--- config.mk ---
export PLATFORM = sky130hd
export DESIGN_NAME = uart_tx_framer
export DESIGN_NICKNAME = d
export VERILOG_FILES = /design/src/rtl/uart_tx_pkg.sv /design/src/rtl/tx_cfg_decode.sv /design/src/rtl/tx_tick_div.sv /design/src/rtl/uart_tx_framer.sv
export SDC_FILE = /design/constraint.sdc
export NUM_CORES = 1
export LEC_CHECK = 0
export ABC_AREA = 1
export BUFFER_PORTS_ARGS = -buffer_cell sky130_fd_sc_hd__buf_2
export CAP_MARGIN = 20
export CORE_MARGIN = 4
export CORE_UTILIZATION = 52
export DETAILED_ROUTE_END_ITERATION = 7
export PLACE_DENSITY_LB_ADDON = 0.08
export SLEW_MARGIN = 5
export SYNTH_ARGS = -nofsm -noshare
export SYNTH_HDL_FRONTEND = slang
export SYNTH_HIERARCHICAL = 1
export SYNTH_SLANG_ARGS = --single-unit
--- constraint.sdc ---
create_clock -name clk -period 1.7 [get_ports clk]
set_clock_uncertainty 0.2 [all_clocks]
set_input_delay 0.085 -clock clk [delete_from_list [all_inputs] [get_ports clk]]
set_output_delay 0.085 -clock clk [all_outputs]
set_load 0.05 [all_outputs]
--- src/rtl/uart_tx_pkg.sv ---
package uart_tx_pkg;

  typedef enum logic [2:0] {
    ST_IDLE,
    ST_START,
    ST_DATA,
    ST_PAR,
    ST_STOP
  } tx_state_t;

  localparam logic [2:0] PAR_ODD   = 3'd4;
  localparam logic [2:0] PAR_MARK  = 3'd5;
  localparam logic [2:0] PAR_EVEN  = 3'd6;
  localparam logic [2:0] PAR_SPACE = 3'd7;

  typedef struct packed {
    logic [3:0] nbits;
    logic       par_en;
    logic       par_val;
    logic       two_stop;
  } frame_cfg_t;

endpackage

--- src/rtl/tx_cfg_decode.sv ---
module tx_cfg_decode
  import uart_tx_pkg::*;
#(
  parameter int DATA_W = 8
) (
  input  logic [1:0]        len_code,
  input  logic [2:0]        par_code,
  input  logic              two_stop,
  input  logic [DATA_W-1:0] data,
  output frame_cfg_t        cfg
);

  logic [3:0]        nbits_w;
  logic [DATA_W-1:0] keep_mask;
  logic              ones_odd;

  assign nbits_w = 4'd5 + {2'b00, len_code};

  for (genvar i = 0; i < DATA_W; i++) begin : g_mask
    assign keep_mask[i] = (4'(i) < nbits_w);
  end

  assign ones_odd = ^(data & keep_mask);

  always_comb begin
    cfg.nbits    = nbits_w;
    cfg.two_stop = two_stop;
    cfg.par_en   = 1'b1;
    cfg.par_val  = 1'b0;
    case (par_code)
      PAR_ODD:   cfg.par_val = ~ones_odd;
      PAR_EVEN:  cfg.par_val = ones_odd;
      PAR_MARK:  cfg.par_val = 1'b1;
      PAR_SPACE: cfg.par_val = 1'b0;
      default:   cfg.par_en  = 1'b0;
    endcase
  end

endmodule

--- src/rtl/tx_tick_div.sv ---
module tx_tick_div #(
  parameter int TICKS_PER_BIT = 8
) (
  input  logic clk,
  input  logic rst,
  input  logic clear,
  input  logic tick,
  output logic bit_end
);

  localparam int CW = (TICKS_PER_BIT > 1) ? $clog2(TICKS_PER_BIT) : 1;
  localparam logic [CW-1:0] LAST = CW'(TICKS_PER_BIT - 1);

  logic [CW-1:0] cnt;

  assign bit_end = tick && (cnt == LAST);

  always_ff @(posedge clk) begin
    if (rst || clear) begin
      cnt <= '0;
    end else if (tick) begin
      cnt <= bit_end ? '0 : cnt + 1'b1;
    end
  end

  // the phase counter only moves on a tick
  p_phase_hold_r4: assert property (@(posedge clk) disable iff (rst)
    (!clear && !tick) |=> $stable(cnt));

endmodule

--- src/rtl/uart_tx_framer.sv ---
module uart_tx_framer
  import uart_tx_pkg::*;
#(
  parameter int DATA_W        = 8,
  parameter int TICKS_PER_BIT = 8
) (
  input  logic              clk,
  input  logic              rst,
  input  logic              baud_tick,
  input  logic [DATA_W-1:0] fifo_data,
  input  logic              fifo_empty,
  input  logic [1:0]        cfg_len,
  input  logic              cfg_two_stop,
  input  logic [2:0]        cfg_parity,
  input  logic              cfg_flow_en,
  input  logic              cts,
  output logic              txd,
  output logic              fifo_pop,
  output logic              busy
);

  tx_state_t         state;
  frame_cfg_t        cfg_d;
  frame_cfg_t        cfg_q;
  logic [DATA_W-1:0] shreg;
  logic [3:0]        bit_cnt;
  logic              stop_second;
  logic              start_ok;
  logic              bit_end;

  assign start_ok = (state == ST_IDLE) && !fifo_empty && (!cfg_flow_en || cts);

  tx_cfg_decode #(.DATA_W(DATA_W)) u_decode (
    .len_code (cfg_len),
    .par_code (cfg_parity),
    .two_stop (cfg_two_stop),
    .data     (fifo_data),
    .cfg      (cfg_d)
  );

  tx_tick_div #(.TICKS_PER_BIT(TICKS_PER_BIT)) u_ticks (
    .clk     (clk),
    .rst     (rst),
    .clear   (start_ok),
    .tick    (baud_tick),
    .bit_end (bit_end)
  );

  always_ff @(posedge clk) begin
    if (rst) begin
      state       <= ST_IDLE;
      cfg_q       <= '0;
      shreg       <= '0;
      bit_cnt     <= '0;
      stop_second <= 1'b0;
      txd         <= 1'b1;
      busy        <= 1'b0;
      fifo_pop    <= 1'b0;
    end else begin
      fifo_pop <= 1'b0;
      case (state)
        ST_IDLE: begin
          if (start_ok) begin
            shreg    <= fifo_data;
            cfg_q    <= cfg_d;
            txd      <= 1'b0;
            busy     <= 1'b1;
            fifo_pop <= 1'b1;
            state    <= ST_START;
          end
        end
        ST_START: begin
          if (bit_end) begin
            txd         <= shreg[0];
            shreg       <= shreg >> 1;
            bit_cnt     <= 4'd1;
            stop_second <= 1'b0;
            state       <= ST_DATA;
          end
        end
        ST_DATA: begin
          if (bit_end) begin
            if (bit_cnt == cfg_q.nbits) begin
              if (cfg_q.par_en) begin
                txd   <= cfg_q.par_val;
                state <= ST_PAR;
              end else begin
                txd   <= 1'b1;
                state <= ST_STOP;
              end
            end else begin
              txd     <= shreg[0];
              shreg   <= shreg >> 1;
              bit_cnt <= bit_cnt + 4'd1;
            end
          end
        end
        ST_PAR: begin
          if (bit_end) begin
            txd   <= 1'b1;
            state <= ST_STOP;
          end
        end
        ST_STOP: begin
          if (bit_end) begin
            if (cfg_q.two_stop && !stop_second) begin
              stop_second <= 1'b1;
            end else begin
              busy  <= 1'b0;
              state <= ST_IDLE;
            end
          end
        end
        default: begin
          state <= ST_IDLE;
          busy  <= 1'b0;
          txd   <= 1'b1;
        end
      endcase
    end
  end

  // line sits high whenever no frame is running
  p_idle_high_r1: assert property (@(posedge clk) disable iff (rst)
    !busy |-> txd);

  // pop is a single-cycle strobe
  p_pop_single_r2: assert property (@(posedge clk) disable iff (rst)
    fifo_pop |=> !fifo_pop);

  // pop accompanies a fresh start bit
  p_pop_start_r2: assert property (@(posedge clk) disable iff (rst)
    fifo_pop |-> (busy && !txd));

  // pop only follows a non-empty FIFO
  p_pop_data_r2: assert property (@(posedge clk) disable iff (rst)
    fifo_pop |-> $past(!fifo_empty));

  // line level changes only at bit boundaries
  p_bit_hold_r4: assert property (@(posedge clk) disable iff (rst)
    (busy && !bit_end) |=> $stable(txd));

  // flow control blocks a new frame
  p_flow_hold_r8: assert property (@(posedge clk) disable iff (rst)
    (!busy && cfg_flow_en && !cts) |=> !busy);

  // captured frame format stays fixed during a frame
  p_cfg_frozen_r10: assert property (@(posedge clk) disable iff (rst)
    busy |=> $stable(cfg_q));

endmodule

## Yosys cells after proc, flatten, opt, wreduce, memory -nomap -nowiden

Cells that the tools add are included.

- Bits in registers: 29
- Bits of input ports: 20
- Output and inout port bits: 3
- Word-level logic and storage cells: 108

- $add $sub $neg: 3
- $lt $le $gt $ge: 8
- Equality and inequality tests: 19
- Mux-type cells: 37
- Bitwise logic cells: 5
- Reduce and logical (&&, ||, !) cells: 24

Operators by type and width:

| operator | number |
|---|---|
| $mux W8 | 4 |
| $mux W3 | 9 |
| $pmux W8 S3 | 1 |
| $eq A3 B3 Y1 const B | 6 |
| $lt A3 B4 Y1 const A | 4 |
| $pmux W3 S5 | 1 |
| $mux W1 | 14 |
| $mux W4 | 3 |
| $reduce_and A4 Y1 | 3 |
| $ne A2 B1 Y1 const B | 5 |
| $reduce_and A5 Y1 | 2 |
| $and A8 B8 Y8 | 1 |
| $lt A1 B4 Y1 const A | 2 |
| $lt A2 B4 Y1 const A | 2 |
| $ne A2 B2 Y1 const B | 4 |
| $pmux W4 S2 | 1 |
| $reduce_xor A8 Y1 | 1 |
| $reduce_and A7 Y1 | 1 |
| $eq A3 B2 Y1 const B | 2 |
| $pmux W1 S3 | 2 |
| $pmux W1 S5 | 1 |
| $add A3 B2 Y4 const A | 1 |
| $add A4 B1 Y4 const B | 1 |
| $eq A4 B4 Y1 | 1 |
| 14 further kinds | 24 |

## Logic depth before layout (Yosys ltp)

Gate-level depths: netlist (run 1).

- Depth in word-level cells: 6
- Mapped depth: 13
- Gate-level depth less buffers: 13

## By module

The synthesis (run 1) kept the hierarchy.

By module, submodules not included:

| module | times used | cells each | area each (um^2) | sequential area each (um^2) |
|---|---|---|---|---|
| uart_tx_framer | 1 | 204 | 1,430.1 | 520.5 |
| tx_cfg_decode | 1 | 60 | 295.3 | 0.0 |
| tx_tick_div | 1 | 21 | 150.1 | 60.1 |

## Least setup slack after synthesis (run 1)

Ideal clock, no wire load.

- Path kind: reg2reg
- Start point: register u_ticks.cnt[0]
- End point: register state[1]
- Setup time: 0.113 ns
- Arrival: 1.398 ns
- Data required time: 1.387 ns
- Setup slack: -0.011 ns
- Cell stages (with the launch flop): 12
- Buffers on the path: 0
- Clock period less this slack: 1.711 ns
- Cells stage by stage: dfxtp_1 -> ha_1 -> ha_1 -> nand2_1 -> inv_1 -> inv_2 -> nand3_1 -> nand3_1 -> nor2_2 -> nand2_1 -> nor2_1 -> nor2_1

- Word-level cells in the longest chain between the ends: 4
- Elaborated cells on any way between the ends: 7
- Those cells by class: 5 x eq/ne; 2 x reduce/logical

RTL lines:

| item | line | source |
|---|---|---|
| start: declaration | tx_tick_div.sv:14 | `logic [CW-1:0] cnt;` |
| start signal: assignment | tx_tick_div.sv:22 | `cnt <= bit_end ? '0 : cnt + 1'b1;` |
| $eq A3 B3 Y1 (*) | tx_tick_div.sv:16 | `assign bit_end = tick && (cnt == LAST);` |
| $logic_and A1 B1 Y1 (*) | tx_tick_div.sv:16 |  |
| via bit_end | uart_tx_framer.sv:29 | `logic bit_end;` |
| $ne A2 B1 Y1 (no line) | - |  |
| $reduce_and A7 Y1 (no line) (*) | - |  |
| end signal: assignment | uart_tx_framer.sv:51 | `state <= ST_IDLE;` |
| end signal: assignment | uart_tx_framer.sv:69 | `state <= ST_START;` |
| end signal: assignment | uart_tx_framer.sv:78 | `state <= ST_DATA;` |
| end: declaration | uart_tx_framer.sv:22 | `tx_state_t state;` |

The timed path passes the listed nets; every way through them passes the cells marked *.
A chain may end at the register's enable or synchronous reset.

## Worst setup path after layout (run 1)

- Start point: register u_ticks.cnt[1]
- End point: register state[0]

Same word-level chain as after synthesis.

==> reports/qor.txt, run 1 <==
ROUTE
---------------------------------------------------------------------------------------
Count of antenna-violating nets left after detailed routing                           0
DRC                                                                                   0
Number of violations reported at the end of detailed-routing iteration 0            116
Routed vias/inst                                                                   4.89
Routed via count                                                                   1897
Aggregate routed wire length                                                    4460 µm
Post-DR wirelength/cell                                                         11.5 µm
DR pass1 iterations                                                                   4

YOSYS
---------------------------------------------------------------------------------------
Number of standard cells after synthesis                                            285
Register bit count reported by yosys                                                 29
Post-Synthesis Cell Area                                                       1880 µm²
Net count of the mapped netlist                                                     311
Sequential cell area fraction in the yosys report                                 31.0%
Number of warnings printed during yosys synthesis                                     6
Average footprint of a synthesized cell                                        6.58 µm²
Synth unique cells                                                                   29

CRITICAL PATH
---------------------------------------------------------------------------------------
Crit-path max cell delay                                                         360 ps
Ordered list of cells on the worst path                                    ha_4 > ha_4 > nand2_4 > inv_6 > inv_6 > nand3_4 > nand3_4 > nor2_4 > buf_6 > nand3_2 > a21oi_1
CP Data Arrival Time                                                            1750 ps
Classification of the worst setup path                                     flop to flop
Data required, critical path                                                    1770 ps
Critical-path cell with the highest stage delay                            sky130_fd_sc_hd__dfxtp_2
Worst R2R Path Depth                                                                 11
Type of element capturing the critical path                                        flop
Max Fanout on Critical Path                                                           4
Startpoint type of the worst setup path                                            flop

GLOBAL ROUTING
---------------------------------------------------------------------------------------
Pin count of the biggest net entering global routing                                 16
Global-route wire length before repair                                          7240 µm
Total global routing track utilization                                            21.0%
Total grt overflow                                                                    0
Number of antenna violations at the first check in global routing                     0
Number of global-route vias before repair                                          1723

FINISH
---------------------------------------------------------------------------------------
Most common cell after layout, fill and taps aside                         sky130_fd_sc_hd__nand2_1
Synthesis-to-layout area growth                                                   32.2%
N_diodes                                                                              0
Most used cells in the layout excluding fill and tap cells                 85 x sky130_fd_sc_hd__nand2_1, 31 x sky130_fd_sc_hd__inv_1, 26 x sky130_fd_sc_hd__dfxtp_1
Post-layout nets                                                                    367
Finished layout cell area                                                      2480 µm²
Utilization after layout                                                          72.6%
Filler Cells Inserted                                                               298
Non-filler instance count after layout                                              388
Ratio of cells with drive above 1 in the final layout                             30.4%

CTS
---------------------------------------------------------------------------------------
Number of H-tree levels                                                               2
Root buffer cell                                                           sky130_fd_sc_hd__clkbuf_4
Clk sink count                                                                       29
TritonCTS buffer count                                                                5
Worst skew pair latency                                                          330 ps
Max clock buf depth                                                                   2
Clock tree from TritonCTS                                                          done
Clock slew at the register clock pins of the worst setup and hold paths          100 ps

DIE
---------------------------------------------------------------------------------------
Overall die width                                                               68.1 µm
Initial core utilization                                                          54.9%
Rows                                                                                 21
Y dimension of the die                                                          68.1 µm
Number of top-level design ports                                                     23
Area inside the core boundary                                                  3420 µm²
Area of the die                                                                4630 µm²

STA
---------------------------------------------------------------------------------------
Final Critical Period                                                           1680 ps
Final-report hold violation count                                                     0
Slew Limit Fails                                                                      0
Worst hold margin                                                               15.4 ps
Highest achievable clock rate                                                   595 MHz
Slew margin rel.                                                                  68.5%
Share of the clock period used by the worst path                                  98.9%
Worst-margin pin slew                                                            472 ps
Setup violations, final                                                               0
RSZ-0062 raised after global routing                                                yes

RUN STATUS
---------------------------------------------------------------------------------------
Result of the run                                                             completed

PWR
---------------------------------------------------------------------------------------
Final Total Pwr                                                                 3190 µW
Largest voltage drop on the vdd net                                            0.763 mV
Power density over the cells                                                1290 nW/µm²
Leakage Power                                                                0.00120 µW

PLACE
---------------------------------------------------------------------------------------
Detailed Place HPWL                                                             3110 µm
Placed Cells incl. Taps                                                             364
PortBufs                                                                             22
Gp weighted congestion                                                            0.827
Placed cell area                                                               2130 µm²

JOB
---------------------------------------------------------------------------------------
Count of max-cap constraint violations                                                0

HOLD PATH
---------------------------------------------------------------------------------------
Hold Crit Class                                                            primary input to flop
Hold path depth                                                                       5

==> final timing paths <==
check / slack [ps] / start / endpoint
hold / removal: 20 / cfg_len[1] / cfg_q[4]
hold reg to reg: 270 / shreg[2] / shreg[2]
setup reg to reg: 20 / u_ticks/cnt[1] / state[0]
setup / recovery: 20 / u_ticks/cnt[1] / state[0]
==> cell families (layout without fill, tap and decap cells) <==
group | after synthesis | count (layout) | synth area share, %
buffers and inverters | 49 | 106 | 11.8
and+or+nand+nor | 160 | 160 | 41.4
xor gates and xnor gates | 2 | 2 | 0.934
AOI/OAI and AO/OA | 39 | 39 | 10.9
adders and majority gates | 6 | 6 | 4.00
DFF | 29 | 29 | 31.0
==> report_power, final <==
| group | total (µW) | leakage, µW | switching [µW] | internal [µW] |
|---|---|---|---|---|
| clock | 422 | 0.0000310 | 266 | 156 |
| sequential | 976 | 0.000239 | 113 | 863 |
| combinational | 1790 | 0.000929 | 1080 | 708 |
==> critical path, delay by kind of cell, from the launching register on <==
| kind | cells | cell delay (ps) |
|---|---|---|
| adder cells (fa/ha/maj) | 2 | 270 |
| AND/OR/NAND/NOR | 5 | 400 |
| AO/OA/AOI/OAI | 1 | 140 |
| buffers and inverters | 3 | 250 |
| flip-flops | 1 | 360 |
==> flip-flops by register name, summed over array words and instances (netlist names) <==
| signal | cells |
|---|---|
| shreg | 8 |
| cfg_q | 7 |
| bit_cnt | 4 |
| state | 3 |
| u_ticks/cnt | 3 |
| busy | 1 |
| fifo_pop | 1 |
| stop_second | 1 |
| txd | 1 |
==> cell type report <==
| cell class | count | area, µm² | share of cell area (%) |
|---|---|---|---|
| Multi-Input combinational cell | 207 | 1190 | 48.0 |
| Inverter | 42 | 175 | 7.06 |
| Timing Repair Buffer | 56 | 418 | 16.9 |
| Clock inverter | 3 | 17.5 | 0.706 |
| Tap cell | 46 | 57.6 | 2.32 |
| Clock buffer | 5 | 37.5 | 1.51 |
| Sequential cell | 29 | 584 | 23.6 |
==> synth_stat cells <==
| cell | n | area, µm² |
|---|---|---|
| sky130_fd_sc_hd__a21oi_1 | 25 | 125 |
| sky130_fd_sc_hd__xor2_1 | 2 | 17.5 |
| sky130_fd_sc_hd__nand2_2 | 4 | 25.0 |
| sky130_fd_sc_hd__nor2_2 | 4 | 25.0 |
| sky130_fd_sc_hd__nor2_1 | 16 | 60.1 |
| sky130_fd_sc_hd__buf_6 | 1 | 11.3 |
| sky130_fd_sc_hd__dfxtp_1 | 29 | 581 |
| sky130_fd_sc_hd__inv_6 | 1 | 8.76 |
| sky130_fd_sc_hd__o221ai_1 | 1 | 8.76 |
| sky130_fd_sc_hd__inv_2 | 8 | 30.0 |
| sky130_fd_sc_hd__buf_4 | 2 | 15.0 |
| sky130_fd_sc_hd__nand4_1 | 4 | 25.0 |
| sky130_fd_sc_hd__nand2_4 | 4 | 45.0 |
| sky130_fd_sc_hd__buf_12 | 1 | 20.0 |
| sky130_fd_sc_hd__nand3_1 | 23 | 115 |
| sky130_fd_sc_hd__nand3_2 | 6 | 60.1 |
| sky130_fd_sc_hd__buf_2 | 1 | 5.00 |
| sky130_fd_sc_hd__nor2_4 | 3 | 33.8 |
| sky130_fd_sc_hd__clkbuf_1 | 2 | 7.51 |
| sky130_fd_sc_hd__nor2_8 | 1 | 20.0 |
| sky130_fd_sc_hd__o21ai_0 | 9 | 45.0 |
| sky130_fd_sc_hd__nor3_1 | 4 | 20.0 |
| sky130_fd_sc_hd__inv_1 | 33 | 124 |
| sky130_fd_sc_hd__a21oi_2 | 1 | 8.76 |
| sky130_fd_sc_hd__o21bai_1 | 1 | 7.51 |
| sky130_fd_sc_hd__ha_1 | 6 | 75.1 |
| sky130_fd_sc_hd__o21ai_1 | 2 | 10.0 |
| sky130_fd_sc_hd__or2_4 | 1 | 8.76 |
| sky130_fd_sc_hd__nand2_1 | 90 | 338 |
==> through the flow <==
step | TNS [ps] | worst slack, ps
6_report | 0 | 19.5
5_1_grt | -250 | -83.9
4_1_cts | 0 | 7.27
3_5_place_dp | -54.5 | -50.5
3_3_place_gp | 0 | 3.32
2_1_floorplan | 0 | 26.1
==> timing repair <==
item	CTS	global route
setup buffers	1	2
resized for setup	10	28
hold endpoints to repair	22	0
pin swaps	6	5
endpoints found under the setup margin	3	25
hold buffers	13	0
cloned	0	0
==> metal layers <==
metal  up-vias  track usage (%)  wire (µm)
met5         -                0          0
met4         0             8.44         87
met3         9             5.09        115
met2        26             35.3       2180
met1       851             25.5       2080
li1       1011                -          -
Power figures use the tool's default switching activity.
==> inputs of run 2 (changes only) <==
Settings changed: CORE_UTILIZATION 52 to 58.
Clock period 1.7 ns to 1.6 ns, I/O delays scaled along.
==> reports/qor.txt, run 2 (synthesis results as in run 1) <==
FINISH
---------------------------------------------------------------------------------------
Ratio of cells with drive above 1 in the final layout                             36.8%
Most common cell after layout, fill and taps aside                         sky130_fd_sc_hd__nand2_1
N_diodes                                                                              0
Non-filler instance count after layout                                              405
Largest registers                                                          shreg (8), cfg_q (7), bit_cnt (4)
Post-layout nets                                                                    386
Most used cells in the layout excluding fill and tap cells                 84 x sky130_fd_sc_hd__nand2_1, 35 x sky130_fd_sc_hd__buf_4, 31 x sky130_fd_sc_hd__inv_1
Number of flip-flops under the largest register name                                  8
Filler Cells Inserted                                                               157
Finished layout cell area                                                      2730 µm²
Synthesis-to-layout area growth                                                   45.4%
Utilization after layout                                                          88.6%
Register bank with the most flops                                                 shreg

STA
---------------------------------------------------------------------------------------
Share of the clock period used by the worst path                                   112%
Highest achievable clock rate                                                   557 MHz
Setup violations, final                                                              17
Final-report hold violation count                                                     0
Slew margin rel.                                                                  67.0%
Worst-margin pin slew                                                            493 ps
RSZ-0062 raised after global routing                                                yes
Slew Limit Fails                                                                      0
Post-layout worst setup margin                                                  -195 ps
Total Neg Setup Slack                                                          -1120 ps
Final Critical Period                                                           1790 ps

CRITICAL PATH
---------------------------------------------------------------------------------------
CP Buf/Inv Count                                                                      3
CP Data Arrival Time                                                            1840 ps
Critical-path cell with the highest stage delay                            sky130_fd_sc_hd__dfxtp_2
Crit-path max cell delay                                                         430 ps
Classification of the worst setup path                                     flop to flop
Startpoint type of the worst setup path                                            flop
Ordered list of cells on the worst path                                    inv_2 > nand2_1 > nor2_4 > buf_4 > nand2_4 > nand3_4 > nor2_4 > buf_6 > nand3_1 > a21oi_1
Largest delay share family, worst path                                     simple AND/OR/NAND/NOR gates
Type of element capturing the critical path                                        flop
Max Fanout on Critical Path                                                           5
Data required, critical path                                                    1650 ps
Critical Path Most Common Cell                                             sky130_fd_sc_hd__nor2_4

PLACE
---------------------------------------------------------------------------------------
PortBufs                                                                             22
Detailed Place HPWL                                                             3220 µm
Placed Cells incl. Taps                                                             375
Placed cell area                                                               2280 µm²
Gp weighted congestion                                                            0.799

DIE
---------------------------------------------------------------------------------------
Rows                                                                                 20
Initial core utilization                                                          60.9%
Area of the die                                                                4210 µm²
Y dimension of the die                                                          64.9 µm
Number of top-level design ports                                                     23
Area inside the core boundary                                                  3080 µm²
Overall die width                                                               64.9 µm

PWR
---------------------------------------------------------------------------------------
Leakage Power                                                                0.00133 µW
Switch Pwr                                                                      1730 µW
Final Total Pwr                                                                 3990 µW
Register share of total power                                                     26.2%
Share of power burned in combinational logic                                      57.6%
Internal power                                                                  2260 µW
Switching share of total power                                                    43.4%
Largest voltage drop on the vdd net                                            0.730 mV
Clock share of power                                                              16.2%
Power density over the cells                                                1460 nW/µm²

JOB
---------------------------------------------------------------------------------------
Count of max-cap constraint violations                                                0

GLOBAL ROUTING
---------------------------------------------------------------------------------------
Number of antenna violations at the first check in global routing                     0
Total global routing track utilization                                            24.3%
Met1 GRT Util                                                                     28.1%
Global-route wire length before repair                                          7940 µm
Met2 demand-to-capacity share in global routing                                   43.2%
Gr busiest metal                                                                   met2
Pin count of the biggest net entering global routing                                 16
Number of global-route vias before repair                                          1860
Fraction of met3 tracks used by global routing                                    5.89%
Total grt overflow                                                                    0

CTS
---------------------------------------------------------------------------------------
Clock tree from TritonCTS                                                          done
Number of H-tree levels                                                               2
Max clock buf depth                                                                   2
Root buffer cell                                                           sky130_fd_sc_hd__clkbuf_4
Clock slew at the register clock pins of the worst setup and hold paths          100 ps
Worst skew pair latency                                                          340 ps
Clk sink count                                                                       29
TritonCTS buffer count                                                                5

RUN STATUS
---------------------------------------------------------------------------------------
Result of the run                                                          finished with violations
Violated checks                                                            setup timing

ROUTE
---------------------------------------------------------------------------------------
Number of violations reported at the end of detailed-routing iteration 0            234
Count of antenna-violating nets left after detailed routing                           0
DR pass1 iterations                                                                   5
Post-DR wirelength/cell                                                         13.6 µm
Routed vias/inst                                                                   5.33
DRC                                                                                   0
Aggregate routed wire length                                                    5520 µm
Routed via count                                                                   2159

HOLD PATH
---------------------------------------------------------------------------------------
Hold Crit Class                                                            primary input to flop

## run 2: path summary, 6_finish.rpt
kind | slack, ps | endpoint | depth (start not counted) | from
setup / recovery | -190 | state[2] | 10 | state[2]
hold / removal | 30 | cfg_q[4] | 5 | cfg_len[1]
setup reg to reg | -190 | state[2] | 10 | state[2]
hold reg to reg | 270 | cfg_q[6] | 2 | cfg_q[6]
## run 2: layout make-up
class / instances / area (µm²) / area share [%]
Clock inverter: 1 / 30.0 / 1.10
Tap cell: 44 / 55.1 / 2.02
Clock buffer: 7 / 55.1 / 2.02
Timing Repair Buffer: 75 / 586 / 21.5
Inverter: 42 / 175 / 6.42
Sequential cell: 29 / 587 / 21.5
Multi-Input combinational cell: 207 / 1240 / 45.5
## run 2: worst reg2reg max path, stage by stage (launching register included)
cell and delay [ps]:
sky130_fd_sc_hd__dfxtp_2 430, sky130_fd_sc_hd__inv_2 90, sky130_fd_sc_hd__nand2_1 140, sky130_fd_sc_hd__nor2_4 60, sky130_fd_sc_hd__buf_4 140, sky130_fd_sc_hd__nand2_4 60
sky130_fd_sc_hd__nand3_4 90, sky130_fd_sc_hd__nor2_4 130, sky130_fd_sc_hd__buf_6 110, sky130_fd_sc_hd__nand3_1 70, sky130_fd_sc_hd__a21oi_1 200
## run 2: repair_timing
action	4_1_cts	5_1_grt
pin swaps	9	17
buffers inserted	4	5
endpoints found under the setup margin	19	26
resized for setup	8	34
endpoints found under the hold margin	23	0
hold buffers	13	0
## run 2: power by group through the flow
stage | clock network, µW | registers [µW] | logic, µW
final | 645 | 1050 | 2300
after global routing | 685 | 1060 | 2480
after CTS | 649 | 1030 | 1910
after detailed placement | 0 | 1040 | 1800
after global placement | 0 | 1040 | 1770
after floorplan | 0 | 1110 | 1180
## run 2: per-layer routing
metal	share of wire [%]	vias to the layer above
met4	3.9	0
met5	0	-
met3	5.6	24
met2	51	89
li1	-	1051
met1	40	995
## run 2: metrics by stage
step / worst slack, ps / hold WS (ps)
finish: -195 / 26.8
global route: -227 / 70.0
CTS: -80.8 / 33.1
detailed placement: -99.7 / 116
global placement: -84.3 / 103
floorplan: 8.95 / -50.9
==> inputs of run 3 (changes only) <==
Settings changed: PLACE_DENSITY set to 0.78, PLACE_DENSITY_LB_ADDON 0.08 to not set, SETUP_SLACK_MARGIN set to 0.2.
==> reports/qor.txt, run 3 (synthesis results as in run 1) <==
GLOBAL ROUTING
---------------------------------------------------------------------------------------
Number of antenna violations at the first check in global routing                     0
Number of global-route vias before repair                                          1898
Global-route wire length before repair                                          8350 µm
Total grt overflow                                                                    0
Pin count of the biggest net entering global routing                                 16
Total global routing track utilization                                            25.5%

CTS
---------------------------------------------------------------------------------------
Number of H-tree levels                                                               2
Clk sink count                                                                       29
Root buffer cell                                                           sky130_fd_sc_hd__clkbuf_4
Max clock buf depth                                                                   2
Worst skew pair latency                                                          330 ps
TritonCTS buffer count                                                                5
Clock tree from TritonCTS                                                          done
Clock slew at the register clock pins of the worst setup and hold paths           90 ps

ROUTE
---------------------------------------------------------------------------------------
Number of violations reported at the end of detailed-routing iteration 0            144
Met2 Wirelength                                                                 2470 µm
Routed via count                                                                   2006
Aggregate routed wire length                                                    4900 µm
Post-DR wirelength/cell                                                         12.7 µm
DR pass1 iterations                                                                   4
DRT met1 WL                                                                     2110 µm
Sum of met3 wire segment lengths after detailed routing                          227 µm
Routed vias/inst                                                                   5.20
DRC                                                                                   0
Count of antenna-violating nets left after detailed routing                           0
Max Used Layer                                                                     met4

PWR
---------------------------------------------------------------------------------------
Power density over the cells                                                1380 nW/µm²
Switch Pwr                                                                      1600 µW
Leakage Power                                                                0.00121 µW
Switching share of total power                                                    45.4%
Share of power burned in combinational logic                                      56.6%
Internal power                                                                  1920 µW
Register share of total power                                                     30.3%
Largest voltage drop on the vdd net                                            0.714 mV
Clock share of power                                                              13.1%

CRITICAL PATH
---------------------------------------------------------------------------------------
Ordered list of cells on the worst path                                    ha_4 > ha_4 > nand2_4 > inv_6 > a21oi_2 > buf_4 > nor2_4 > nand2_2 > nor2_1 > nor2_1
Critical-path cell with the highest stage delay                            sky130_fd_sc_hd__dfxtp_2
Max Fanout on Critical Path                                                           4
CP Data Arrival Time                                                            1690 ps
Crit-path max cell delay                                                         370 ps
Classification of the worst setup path                                     flop to flop
Data required, critical path                                                    1630 ps
Startpoint type of the worst setup path                                            flop
Type of element capturing the critical path                                        flop

DIE
---------------------------------------------------------------------------------------
Overall die width                                                               64.9 µm
Y dimension of the die                                                          64.9 µm
Initial core utilization                                                          60.9%
Area of the die                                                                4210 µm²
Rows                                                                                 20
Number of top-level design ports                                                     23
Area inside the core boundary                                                  3080 µm²

FINISH
---------------------------------------------------------------------------------------
Non-filler instance count after layout                                              386
Number of flip-flops under the largest register name                                  8
N_diodes                                                                              0
Ratio of cells with drive above 1 in the final layout                             35.1%
Most common cell after layout, fill and taps aside                         sky130_fd_sc_hd__nand2_1
Largest registers                                                          shreg (8), cfg_q (7), bit_cnt (4)
Post-layout nets                                                                    368
Register bank with the most flops                                                 shreg
Most used cells in the layout excluding fill and tap cells                 83 x sky130_fd_sc_hd__nand2_1, 30 x sky130_fd_sc_hd__inv_1, 22 x sky130_fd_sc_hd__buf_2
Synthesis-to-layout area growth                                                   36.5%

RUN STATUS
---------------------------------------------------------------------------------------
Violated checks                                                            setup timing
Result of the run                                                          finished with violations

STA
---------------------------------------------------------------------------------------
Setup violations, final                                                               3
Post-layout worst setup margin                                                 -59.5 ps
Slew margin rel.                                                                  68.7%
Share of the clock period used by the worst path                                   104%
Total Neg Setup Slack                                                           -167 ps
Final-report hold violation count                                                     0
Highest achievable clock rate                                                   603 MHz
Worst hold margin                                                               3.24 ps
RSZ-0062 raised after global routing                                                yes
Worst-margin pin slew                                                            468 ps
Final Critical Period                                                           1660 ps
Slew Limit Fails                                                                      0

PLACE
---------------------------------------------------------------------------------------
Placed Cells incl. Taps                                                             360
PortBufs                                                                             22
Gp weighted congestion                                                            0.817
Detailed Place HPWL                                                             3250 µm

HOLD PATH
---------------------------------------------------------------------------------------
Hold Crit Class                                                            primary input to flop

JOB
---------------------------------------------------------------------------------------
Count of max-cap constraint violations                                                0

## run 3: cell types whose count changed in the layout (fill, tap and decap cells not counted), moves of 2 or more
| cell | change |
|---|---|
| sky130_fd_sc_hd__dfxtp_1 | -6 |
| sky130_fd_sc_hd__inv_4 | +2 |
| sky130_fd_sc_hd__buf_12 | -2 |
| sky130_fd_sc_hd__inv_2 | -2 |
| sky130_fd_sc_hd__nand3_2 | -2 |
| sky130_fd_sc_hd__dfxtp_2 | +5 |
| sky130_fd_sc_hd__o21ai_1 | +4 |
| sky130_fd_sc_hd__buf_4 | -16 |
| sky130_fd_sc_hd__o21ai_0 | -4 |
## run 3: timing repair
item / CTS / global route
setup buffers: 4 / 2
resized for setup: 24 / 19
hold buffers: 13 / 0
endpoints found under the setup margin: 28 / 29
endpoints found under the hold margin: 22 / 0
pin swaps: 4 / 3
## run 3: layer usage
layer | up-vias | global-route usage [%]
met4 | 0 | 11.6
met5 | - | 0
met1 | 922 | 31.5
met2 | 52 | 42.3
met3 | 11 | 5.55
li1 | 1021 | -
## run 3: worst paths after layout
| kind | slack, ps | endpoint | startpoint | cells past startpoint |
|---|---|---|---|---|
| worst max-delay path | -60 | state[1] | u_ticks/cnt[1] | 10 |
| worst min-delay path | 3 | bit_cnt[1] | baud_tick | 5 |
| worst max register to register | -60 | state[1] | u_ticks/cnt[1] | 10 |
| worst min register to register | 260 | shreg[5] | shreg[5] | 2 |
## run 3: worst max-delay path: cells and delay by family, from the launching register on
family / cells / cell delay (ps)
compound gates: 1 / 50
fa+ha+maj: 2 / 290
buf+inv: 2 / 240
flops: 1 / 370
simple gates: 5 / 410
## run 3: per-stage QoR
stage / util, % / total power (µW) / setup WS, ps / cell area [µm²]
after CTS: 81.3 / 3400 / 4.12 / 2500
after global placement: 71.4 / 2740 / 8.59 / 2200
after detailed placement: 71.4 / 2760 / -48.4 / 2200
final: 83.2 / 3520 / -59.5 / 2560
after global routing: 83.2 / 3790 / -145 / 2560
after floorplan: - / 2360 / 51.9 / 1960
## run 3: area by class of cell
type | instances | area (µm²)
Tap cell | 44 | 55.1
Sequential cell | 29 | 597
Fill cell | 209 | 518
Multi-Input combinational cell | 207 | 1240
Timing Repair Buffer | 57 | 425
Clock buffer | 7 | 55.1
Inverter | 42 | 188
## run 3: power groups by stage
stage / logic [µW] / registers (µW) / clock network [µW]
after floorplan: 1230 / 1130 / 0
after global placement: 1680 / 1060 / 0
after detailed placement: 1690 / 1060 / 0
after CTS: 1890 / 1050 / 467
after global routing: 2200 / 1090 / 494
final: 1990 / 1070 / 460
